--- config.mk ---
export PLATFORM = sky130hd
export DESIGN_NAME = irq_ctrl
export DESIGN_NICKNAME = d
export VERILOG_FILES = /design/src/rtl/irq_ctrl_pkg.sv /design/src/rtl/irq_pending.sv /design/src/rtl/irq_nest_stack.sv /design/src/rtl/irq_pick.sv /design/src/rtl/irq_ctrl.sv
export SDC_FILE = /design/constraint.sdc
export NUM_CORES = 1
export LEC_CHECK = 0
export BUFFER_PORTS_ARGS = -buffer_cell sky130_fd_sc_hd__clkbuf_2
export CAP_MARGIN = 20
export CORE_ASPECT_RATIO = 2
export CORE_MARGIN = 1.5
export CORE_UTILIZATION = 53
export DETAILED_ROUTE_END_ITERATION = 8
export HOLD_SLACK_MARGIN = 0.1
export PLACE_DENSITY = 0.8
export SLEW_MARGIN = 20
export SYNTH_ARGS = -nofsm -noshare
export SYNTH_HDL_FRONTEND = slang
export SYNTH_SLANG_ARGS = --single-unit
--- constraint.sdc ---
create_clock -name clk_i -period 4.3 [get_ports clk_i]
set_input_delay 1.075 -clock clk_i [delete_from_list [all_inputs] [get_ports clk_i]]
set_output_delay 1.075 -clock clk_i [all_outputs]
set_load 0.05 [all_outputs]
--- src/rtl/irq_ctrl_pkg.sv ---
package irq_ctrl_pkg;
  typedef enum logic [1:0] {
    STK_NONE = 2'd0,
    STK_PUSH = 2'd1,
    STK_POP  = 2'd2
  } stk_op_e;
endpackage

--- src/rtl/irq_pending.sv ---
module irq_pending #(
  parameter int unsigned NUM_SRC = 8,
  localparam int unsigned SRC_W = (NUM_SRC > 1) ? $clog2(NUM_SRC) : 1
) (
  input  logic               clk_i,
  input  logic               rst_ni,
  input  logic [NUM_SRC-1:0] raw_i,
  input  logic               clr_i,
  input  logic [SRC_W-1:0]   clr_idx_i,
  output logic [NUM_SRC-1:0] pend_o,
  output logic [NUM_SRC-1:0] pend_nxt_o
);
  logic [NUM_SRC-1:0] raw_q, pend_q;

  for (genvar g = 0; g < NUM_SRC; g++) begin : g_flag
    // an edge in the same cycle as the clear wins
    assign pend_nxt_o[g] = (pend_q[g] & ~(clr_i && clr_idx_i == SRC_W'(g)))
                         | (raw_i[g] & ~raw_q[g]);
  end

  always_ff @(posedge clk_i or negedge rst_ni) begin
    if (!rst_ni) begin
      raw_q  <= '0;
      pend_q <= '0;
    end else begin
      raw_q  <= raw_i;
      pend_q <= pend_nxt_o;
    end
  end

  assign pend_o = pend_q;
endmodule

--- src/rtl/irq_nest_stack.sv ---
module irq_nest_stack
  import irq_ctrl_pkg::*;
#(
  parameter int unsigned NUM_SRC = 8,
  localparam int unsigned SRC_W = (NUM_SRC > 1) ? $clog2(NUM_SRC) : 1,
  localparam int unsigned LVL_W = $clog2(NUM_SRC + 1),
  localparam int unsigned CNT_W = $clog2(NUM_SRC + 1)
) (
  input  logic             clk_i,
  input  logic             rst_ni,
  input  stk_op_e          op_i,
  input  logic [SRC_W-1:0] push_idx_i,
  output logic             valid_o,
  output logic [SRC_W-1:0] top_o,
  output logic [LVL_W-1:0] level_o,
  output logic [LVL_W-1:0] level_nxt_o
);
  logic [SRC_W-1:0] mem_q [NUM_SRC];
  logic [CNT_W-1:0] cnt_q;
  logic             full;

  assign valid_o = cnt_q != '0;
  assign full    = cnt_q == CNT_W'(NUM_SRC);
  assign top_o   = mem_q[SRC_W'(cnt_q - CNT_W'(1))];
  assign level_o = valid_o ? LVL_W'(top_o) : LVL_W'(NUM_SRC);

  always_comb begin
    unique case (op_i)
      STK_PUSH: level_nxt_o = LVL_W'(push_idx_i);
      STK_POP:  level_nxt_o = (cnt_q > CNT_W'(1))
                              ? LVL_W'(mem_q[SRC_W'(cnt_q - CNT_W'(2))])
                              : LVL_W'(NUM_SRC);
      default:  level_nxt_o = level_o;
    endcase
  end

  always_ff @(posedge clk_i or negedge rst_ni) begin
    if (!rst_ni) begin
      cnt_q <= '0;
      for (int i = 0; i < NUM_SRC; i++) mem_q[i] <= '0;
    end else begin
      unique case (op_i)
        STK_PUSH: begin
          mem_q[SRC_W'(cnt_q)] <= push_idx_i;
          cnt_q <= cnt_q + CNT_W'(1);
        end
        STK_POP:  cnt_q <= cnt_q - CNT_W'(1);
        default:  ;
      endcase
    end
  end

  // strictly rising priorities bound the depth to NUM_SRC
  assert_no_overflow_R8: assert property (@(posedge clk_i) disable iff (!rst_ni)
    (op_i == STK_PUSH) |-> !full);
  assert_pop_nonempty_R9: assert property (@(posedge clk_i) disable iff (!rst_ni)
    (op_i == STK_POP) |-> valid_o);
endmodule

--- src/rtl/irq_pick.sv ---
module irq_pick #(
  parameter int unsigned NUM_SRC = 8,
  localparam int unsigned SRC_W = (NUM_SRC > 1) ? $clog2(NUM_SRC) : 1,
  localparam int unsigned LVL_W = $clog2(NUM_SRC + 1)
) (
  input  logic [NUM_SRC-1:0] pend_i,
  input  logic [NUM_SRC-1:0] en_i,
  input  logic               gie_i,
  input  logic [LVL_W-1:0]   level_i,
  output logic               hit_o,
  output logic [SRC_W-1:0]   idx_o
);
  logic [NUM_SRC-1:0] elig;

  for (genvar g = 0; g < NUM_SRC; g++) begin : g_elig
    assign elig[g] = gie_i & en_i[g] & pend_i[g] & (LVL_W'(g) < level_i);
  end

  always_comb begin
    hit_o = |elig;
    idx_o = '0;
    for (int i = NUM_SRC - 1; i >= 0; i--) begin
      if (elig[i]) idx_o = SRC_W'(i);
    end
  end
endmodule

--- src/rtl/irq_ctrl.sv ---
module irq_ctrl
  import irq_ctrl_pkg::*;
#(
  parameter int unsigned NUM_SRC   = 8,
  parameter int unsigned FIRST_IRQ = 2,
  parameter int unsigned ADDR_W    = 32,
  localparam int unsigned SRC_W = (NUM_SRC > 1) ? $clog2(NUM_SRC) : 1,
  localparam int unsigned LVL_W = $clog2(NUM_SRC + 1),
  localparam int unsigned NUM_W = $clog2(FIRST_IRQ + NUM_SRC)
) (
  input  logic               clk_i,
  input  logic               rst_ni,
  input  logic [NUM_SRC-1:0] irq_raw_i,
  input  logic [NUM_SRC-1:0] irq_en_i,
  input  logic               gie_i,
  input  logic [ADDR_W-1:0]  vec_base_i,
  input  logic               ack_i,
  input  logic               ret_i,
  output logic               irq_req_o,
  output logic [NUM_W-1:0]   irq_num_o,
  output logic [ADDR_W-1:0]  irq_vec_o,
  output logic               act_valid_o,
  output logic [NUM_W-1:0]   act_num_o
);
  logic [NUM_SRC-1:0] pend_q, pend_nxt;
  logic [SRC_W-1:0]   top_idx, pick_idx, win_q;
  logic [LVL_W-1:0]   level_cur, level_nxt;
  logic               ret_fire, ack_fire, pick_hit, req_q;
  stk_op_e            stk_op;

  assign ret_fire = ret_i & act_valid_o;
  assign ack_fire = ack_i & ~ret_fire & req_q;
  assign stk_op   = ret_fire ? STK_POP : (ack_fire ? STK_PUSH : STK_NONE);

  irq_pending #(.NUM_SRC(NUM_SRC)) u_pending (
    .clk_i, .rst_ni,
    .raw_i      (irq_raw_i),
    .clr_i      (ret_fire),
    .clr_idx_i  (top_idx),
    .pend_o     (pend_q),
    .pend_nxt_o (pend_nxt)
  );

  irq_nest_stack #(.NUM_SRC(NUM_SRC)) u_stack (
    .clk_i, .rst_ni,
    .op_i        (stk_op),
    .push_idx_i  (win_q),
    .valid_o     (act_valid_o),
    .top_o       (top_idx),
    .level_o     (level_cur),
    .level_nxt_o (level_nxt)
  );

  // arbitrate on next-cycle state so an accepted request drops at once
  irq_pick #(.NUM_SRC(NUM_SRC)) u_pick (
    .pend_i  (pend_nxt),
    .en_i    (irq_en_i),
    .gie_i   (gie_i),
    .level_i (level_nxt),
    .hit_o   (pick_hit),
    .idx_o   (pick_idx)
  );

  always_ff @(posedge clk_i or negedge rst_ni) begin
    if (!rst_ni) begin
      req_q <= 1'b0;
      win_q <= '0;
    end else begin
      req_q <= pick_hit;
      if (pick_hit) win_q <= pick_idx;
    end
  end

  assign irq_req_o = req_q;
  assign irq_num_o = NUM_W'(FIRST_IRQ) + NUM_W'(win_q);
  assign irq_vec_o = vec_base_i + (ADDR_W'(irq_num_o) << 2);
  assign act_num_o = NUM_W'(FIRST_IRQ) + NUM_W'(top_idx);

  logic [NUM_SRC-1:0] win_oh;
  assign win_oh = NUM_SRC'(1) << win_q;

  assert_req_pending_R1: assert property (@(posedge clk_i) disable iff (!rst_ni)
    irq_req_o |-> |(pend_q & win_oh));
  assert_req_enabled_R2: assert property (@(posedge clk_i) disable iff (!rst_ni)
    irq_req_o |-> |($past(irq_en_i) & win_oh));
  assert_gie_gate_R3: assert property (@(posedge clk_i) disable iff (!rst_ni)
    irq_req_o |-> $past(gie_i));
  assert_preempt_only_R8: assert property (@(posedge clk_i) disable iff (!rst_ni)
    irq_req_o |-> (LVL_W'(win_q) < level_cur));
endmodule

Word-level counts from Yosys, hierarchy flattened. Cells that the tools add are included.

Register bits: 48. Bits in latches: 0. Memory bits (writable): 0. Bits in read-only memories: 0. Input port bits: 53. Output and inout bits: 42. Word-level logic and storage cells: 148. Memories kept: 0.

$add $sub $neg: 6. Multipliers: 0. Div/mod/pow operators: 0. Order comparisons: 13. Eq/ne operators: 9. Shift operators: 0. Muxes and demuxes: 23. Bitwise logic cells: 71. Reductions and logical operators: 13.

Operators by type and width (number): $and A1 B1 Y1 (43); $mux W3 (13); $add A32 B6 Y32 (1); $bwmux W24 (1); $bmux W3 S3 (2); $not A1 Y1 (17); $lt A3 B4 Y1 const A (4); $pmux W4 S2 (2); $eq A3 B3 Y1 const B (4); $ge A4 B4 Y1 const B (3); $not A3 Y4 (3); $demux W3 S3 (1); $logic_and A1 B1 Y1 (9); $add A2 B3 Y4 const A (2); $lt A1 B4 Y1 const A (2); $lt A2 B4 Y1 const A (2); $mux W4 (2); $or A1 B1 Y1 (8); $reduce_or A8 Y1 (1); $eq A3 B2 Y1 const B (2); $add A4 B1 Y4 const B (1); $gt A4 B1 Y1 const B (1); $lt A4 B1 Y1 const B (1); $reduce_bool A4 Y1 (1); 9 further kinds (9).

Depth between registers and ports, before layout.
Word-level depth: 20. Mapped depth: 13. Mapped depth without buffers: 11.

Modules after synthesis. From an unflattened synthesis, not the netlist that was laid out.

Cells, all modules: 346. Area, all modules: 3544.6 µm².

Modules (own cells, without submodules): irq_nest_stack (instances 1, cells an instance 155, area an instance 1815.5 µm², seq. area each 700.7 µm²); irq_ctrl (instances 1, cells an instance 109, area an instance 878.3 µm², seq. area each 100.1 µm²); irq_pending (instances 1, cells an instance 44, area an instance 609.3 µm², seq. area each 400.4 µm²); irq_pick (instances 1, cells an instance 38, area an instance 241.5 µm², seq. area each 0.0 µm²).

Worst setup path after synthesis. Ideal clock, no wire load.

Path kind: in2out. Start point: input vec_base_i[3]. End point: output irq_vec_o[31]. Data arrival time: 3359 ps. Data required time: 3225 ps. Setup slack: -134 ps. Cell stages on the path: 8. Path buffers: 0. Path through: ha_1 > a21o_1 > a21o_1 > a21oi_1 > nor4_1 > nand2_1 > nor3_1 > xor2_1.

Cells in the longest elaborated chain, start to end: 1.

Ends and longest elaborated chain: start, declared (RTL line irq_ctrl.sv:16) `input logic [ADDR_W-1:0] vec_base_i,`; $add A32 B6 Y32 (RTL line irq_ctrl.sv:76) `assign irq_vec_o = vec_base_i + (ADDR_W'(irq_num_o) << 2);`; end, declared (RTL line irq_ctrl.sv:21) `output logic [ADDR_W-1:0] irq_vec_o,`.

Every way passes these cells.

Worst setup path in the final report.
Start point: register u_stack.cnt_q[1]. End point: output act_num_o[2].

Cells in the longest elaborated chain, start to end: 6.

Ends and longest elaborated chain: start, declared (RTL line irq_nest_stack.sv:19) `logic [CNT_W-1:0] cnt_q;`; start signal, assigned (RTL line irq_nest_stack.sv:45) `cnt_q <= cnt_q + CNT_W'(1);`; start signal, assigned (RTL line irq_nest_stack.sv:47) `STK_POP: cnt_q <= cnt_q - CNT_W'(1);`; $sub A4 B1 Y4 (RTL line irq_nest_stack.sv:24) `assign top_o = mem_q[SRC_W'(cnt_q - CNT_W'(1))];`; $not A3 Y4 (implied by the code) (RTL line irq_nest_stack.sv:24); $bmux W3 S3 (RTL line irq_nest_stack.sv:24); $mux W3 (implied by the code) (2 in a row) (RTL line irq_nest_stack.sv:24); $add A2 B3 Y4 (RTL line irq_ctrl.sv:77) `assign act_num_o = NUM_W'(FIRST_IRQ) + NUM_W'(top_idx);`; end, declared (RTL line irq_ctrl.sv:23) `output logic [NUM_W-1:0] act_num_o`.

Every way passes these cells. The select of a mux whose other input is x is not followed.

==> impl_metrics.csv <==
group,metric,value,unit
worst_hold_path,hp-class,"reg2reg",
clock_network,cts.reportedPaths.clkPinSlew,60,ps
worst_setup_path,endpoint_kind,"primary output",
clock_network,cts-root-buf,"clkbuf_16",
power,power.total,3370,uW
synth,ys_types,61,
sta,tns,0,ps
worst_setup_path,endpoint,"act_num_o[2]",
sta,tightest_slew,598,ps
floorplanning,die_area,6830,um^2
synth,synth.most_common_cell,"dfrtp_1",
sta,post-route-period-util,95.5,%
routing,antenna_left,0,
worst_setup_path,rrSetupSlack,490,ps
floorplanning,core,6060,um^2
routing,wl_per_cell,17.2,um
sta,relSlewSlack,60.1,%
synth,synth-seq-area-share,35.9,%
floorplanning,dieHeight,115,um
floorplanning,start_util,55.3,%
cells_and_area,final_area,4090,um^2
synth,synth_common_cells,"48 x dfrtp_1, 24 x nand2_1, 22 x nor2_1",
synth,yosys_warnings,0,
global_routing,grt_use_total,27.7,%
sta,fmax,244,MHz
sta,setup_violations,0,
sta,fin_skew,7.69,ps
synth,synth_cells,333,
sta,rsz0062_at_grt,"no",
sta,drv_slew,0,
synth,syn_area,3350,um^2
synth,synth_top_area_share,35.9,%
power,peakVddDrop,0.467,mV
synth,synth_edf_count,0,
worst_setup_path,worst_ep_required_time,3220,ps
sta,final.setup.worst_slack,194,ps
cells_and_area,antenna_cells,0,
clock_network,cts_setup_buffers,0,
cells_and_area,syn_to_final_growth,22.1,%
clock_network,numClockSinks,48,
clock_network,cts_htree_levels,2,
worst_setup_path,r2r-start,"u_stack.cnt_q[1]$_DFFE_PN0N_",
global_routing,grt_pass1_vias,3176,
clock_network,cts_buffers,5,
outcome,outcome,"finished, final reports clean",
sta,fin_hold_ws,458,ps
clock_network,cts_tree,"yes",
synth,synth_ff_type,"dfrtp_1",
clock_network,cts_buffer_depth,2,
global_routing,grt_overflow,0,
routing,drt_wl_total,8820,um
cells_and_area,nets,495,
global_routing,grt_pass1_wl,14300,um
floorplanning,rows,40,
routing,first_pass_iters,4,
synth,syn_nets,400,
sta,hold_violations,0,
worst_setup_path,r2r_cells,10,
synth,synth_top_area_cell,"dfrtp_1",
place,placed_area,3950,um^2
worst_hold_path,min-delay-start,"u_pending.raw_q[2]$_DFF_PN0_",
run,maxCapViolations,0,
worst_setup_path,arrival,3030,ps
routing,vias,3023,
global_routing,antenna_found_initial,0,
place,dp_hpwl,7050,um
routing,vias_per_cell,5.90,
worst_setup_path,r2r-end,"win_q[0]$_DFFE_PN0P_",
floorplanning,die_w,59.2,um
worst_setup_path,crit_start,"u_stack.cnt_q[1]$_DFFE_PN0N_",
place,numPortBuffers,90,
synth,async_flop_share,100,%
worst_setup_path,startpoint_type,"flop",
power,p_leak,0.00194,uW
place,gp_congestion,0.947,
clock_network,clock_latency,290,ps
power,p_per_area,824,nW/um^2
worst_setup_path,cp_max_fo,10,
synth,synthTopCellsByArea,"dfrtp_1 36%, mux2_2 6.1%, ha_1 4.9%",
cells_and_area,layout-drive-gt1-share,34.1,%
floorplanning,io_pins,95,
worst_setup_path,worstSetupPathType,"reg2out",
sta,min_period,4110,ps
routing,drt_iter0_markers,165,
synth,syn_area_per_cell,10.1,um^2
global_routing,grt_max_degree,49,
place,post-place-ws,141,ps
synth,ys_ff_latch,48,
routing,drcViolationCount,0,
-- cells in the final DEF (no fill, tap or decap), drive strengths merged, types with 3 or more instances in the layout --
cell and instances:
clkbuf 96, nor2b 4, mux2i 11, a31oi 3, o31ai 3, o41ai 4, mux4 7, nor2 22
a21oi 5, nor3 8, mux2 22, nand2b 3, buf 11, xor2 13, o211ai 3, inv 19
and3 4, nand2 24, a21o 4, ha 13, o21ai 12, nand3 18, a22oi 4, dfrtp 48
xnor2 18, and2 6, a22o 3, nand4 12
-- cells by family after synthesis --
group / share of synthesized area [%]
buffers and inverters: 4.52
muxes: 16.1
adders and majority gates: 5.45
DFF: 35.9
xor gates and xnor gates: 8.67
AOI/OAI and AO/OA: 12.7
and+or+nand+nor: 16.7
-- per-stage QoR --
| step | std cells | utilization [%] |
|---|---|---|
| after global placement | 505 | 65.1 |
| final | 512 | 67.5 |
| after floorplan | 333 | - |
| after CTS | 512 | 67.4 |
| after global routing | 512 | 67.5 |
| after detailed placement | 505 | 65.1 |
-- layer usage --
metal	up-vias	share of wire, %	GRT usage (%)
met5	-	0	0
met1	1451	33	26.0
met4	0	4.7	18.5
met2	143	58	51.7
met3	29	5.0	4.35
li1	1400	-	-
-- sequential cells by signal, summed over array words and instances (netlist names) --
register and flops:
irq_req_o 1, u_pending.pend_o 8, u_pending.raw_q 8, u_stack.cnt_q 4
u_stack.mem_q 24, win_q 3
-- worst min-delay path by stage --
| stage | end | cells after the start |
|---|---|---|
| 2_1_floorplan | u_pending.pend_o[2]$_DFF_PN0_ | 1 |
| 3_3_place_gp | u_pending.pend_o[2]$_DFF_PN0_ | 1 |
| 3_5_place_dp | u_pending.pend_o[2]$_DFF_PN0_ | 1 |
| 4_1_cts | u_pending.pend_o[2]$_DFF_PN0_ | 1 |
| 5_1_grt | u_pending.pend_o[2]$_DFF_PN0_ | 1 |
| 6_report | u_pending.pend_o[2]$_DFF_PN0_ | 1 |
-- critical path, stage by stage, from the launching register on --
cell and delay [ps]:
dfrtp_1 560, inv_1 200, ha_1 570, mux4_2 430
mux2i_4 260, inv_2 120, ha_1 300, clkbuf_2 270
-- area by class of cell --
type | count | area, um^2
fill | 481 | 1970
clock buffer | 6 | 129
inverter | 19 | 71.3
tap | 84 | 105
sequential | 48 | 1200
clock inverter | 1 | 5.00
multi-input combinational | 253 | 2040
timing repair buffer | 101 | 538
-- where the power goes --
group | switching [uW] | internal, uW
registers | 169 | 614
logic | 1440 | 773
clock network | 157 | 211
-- repair_timing --
item	4_1_cts	5_1_grt
gates resized for setup	0	5
endpoints found under the setup margin	0	3
hold buffers	0	0
No activity file was read; power rests on OpenSTA's default activity.
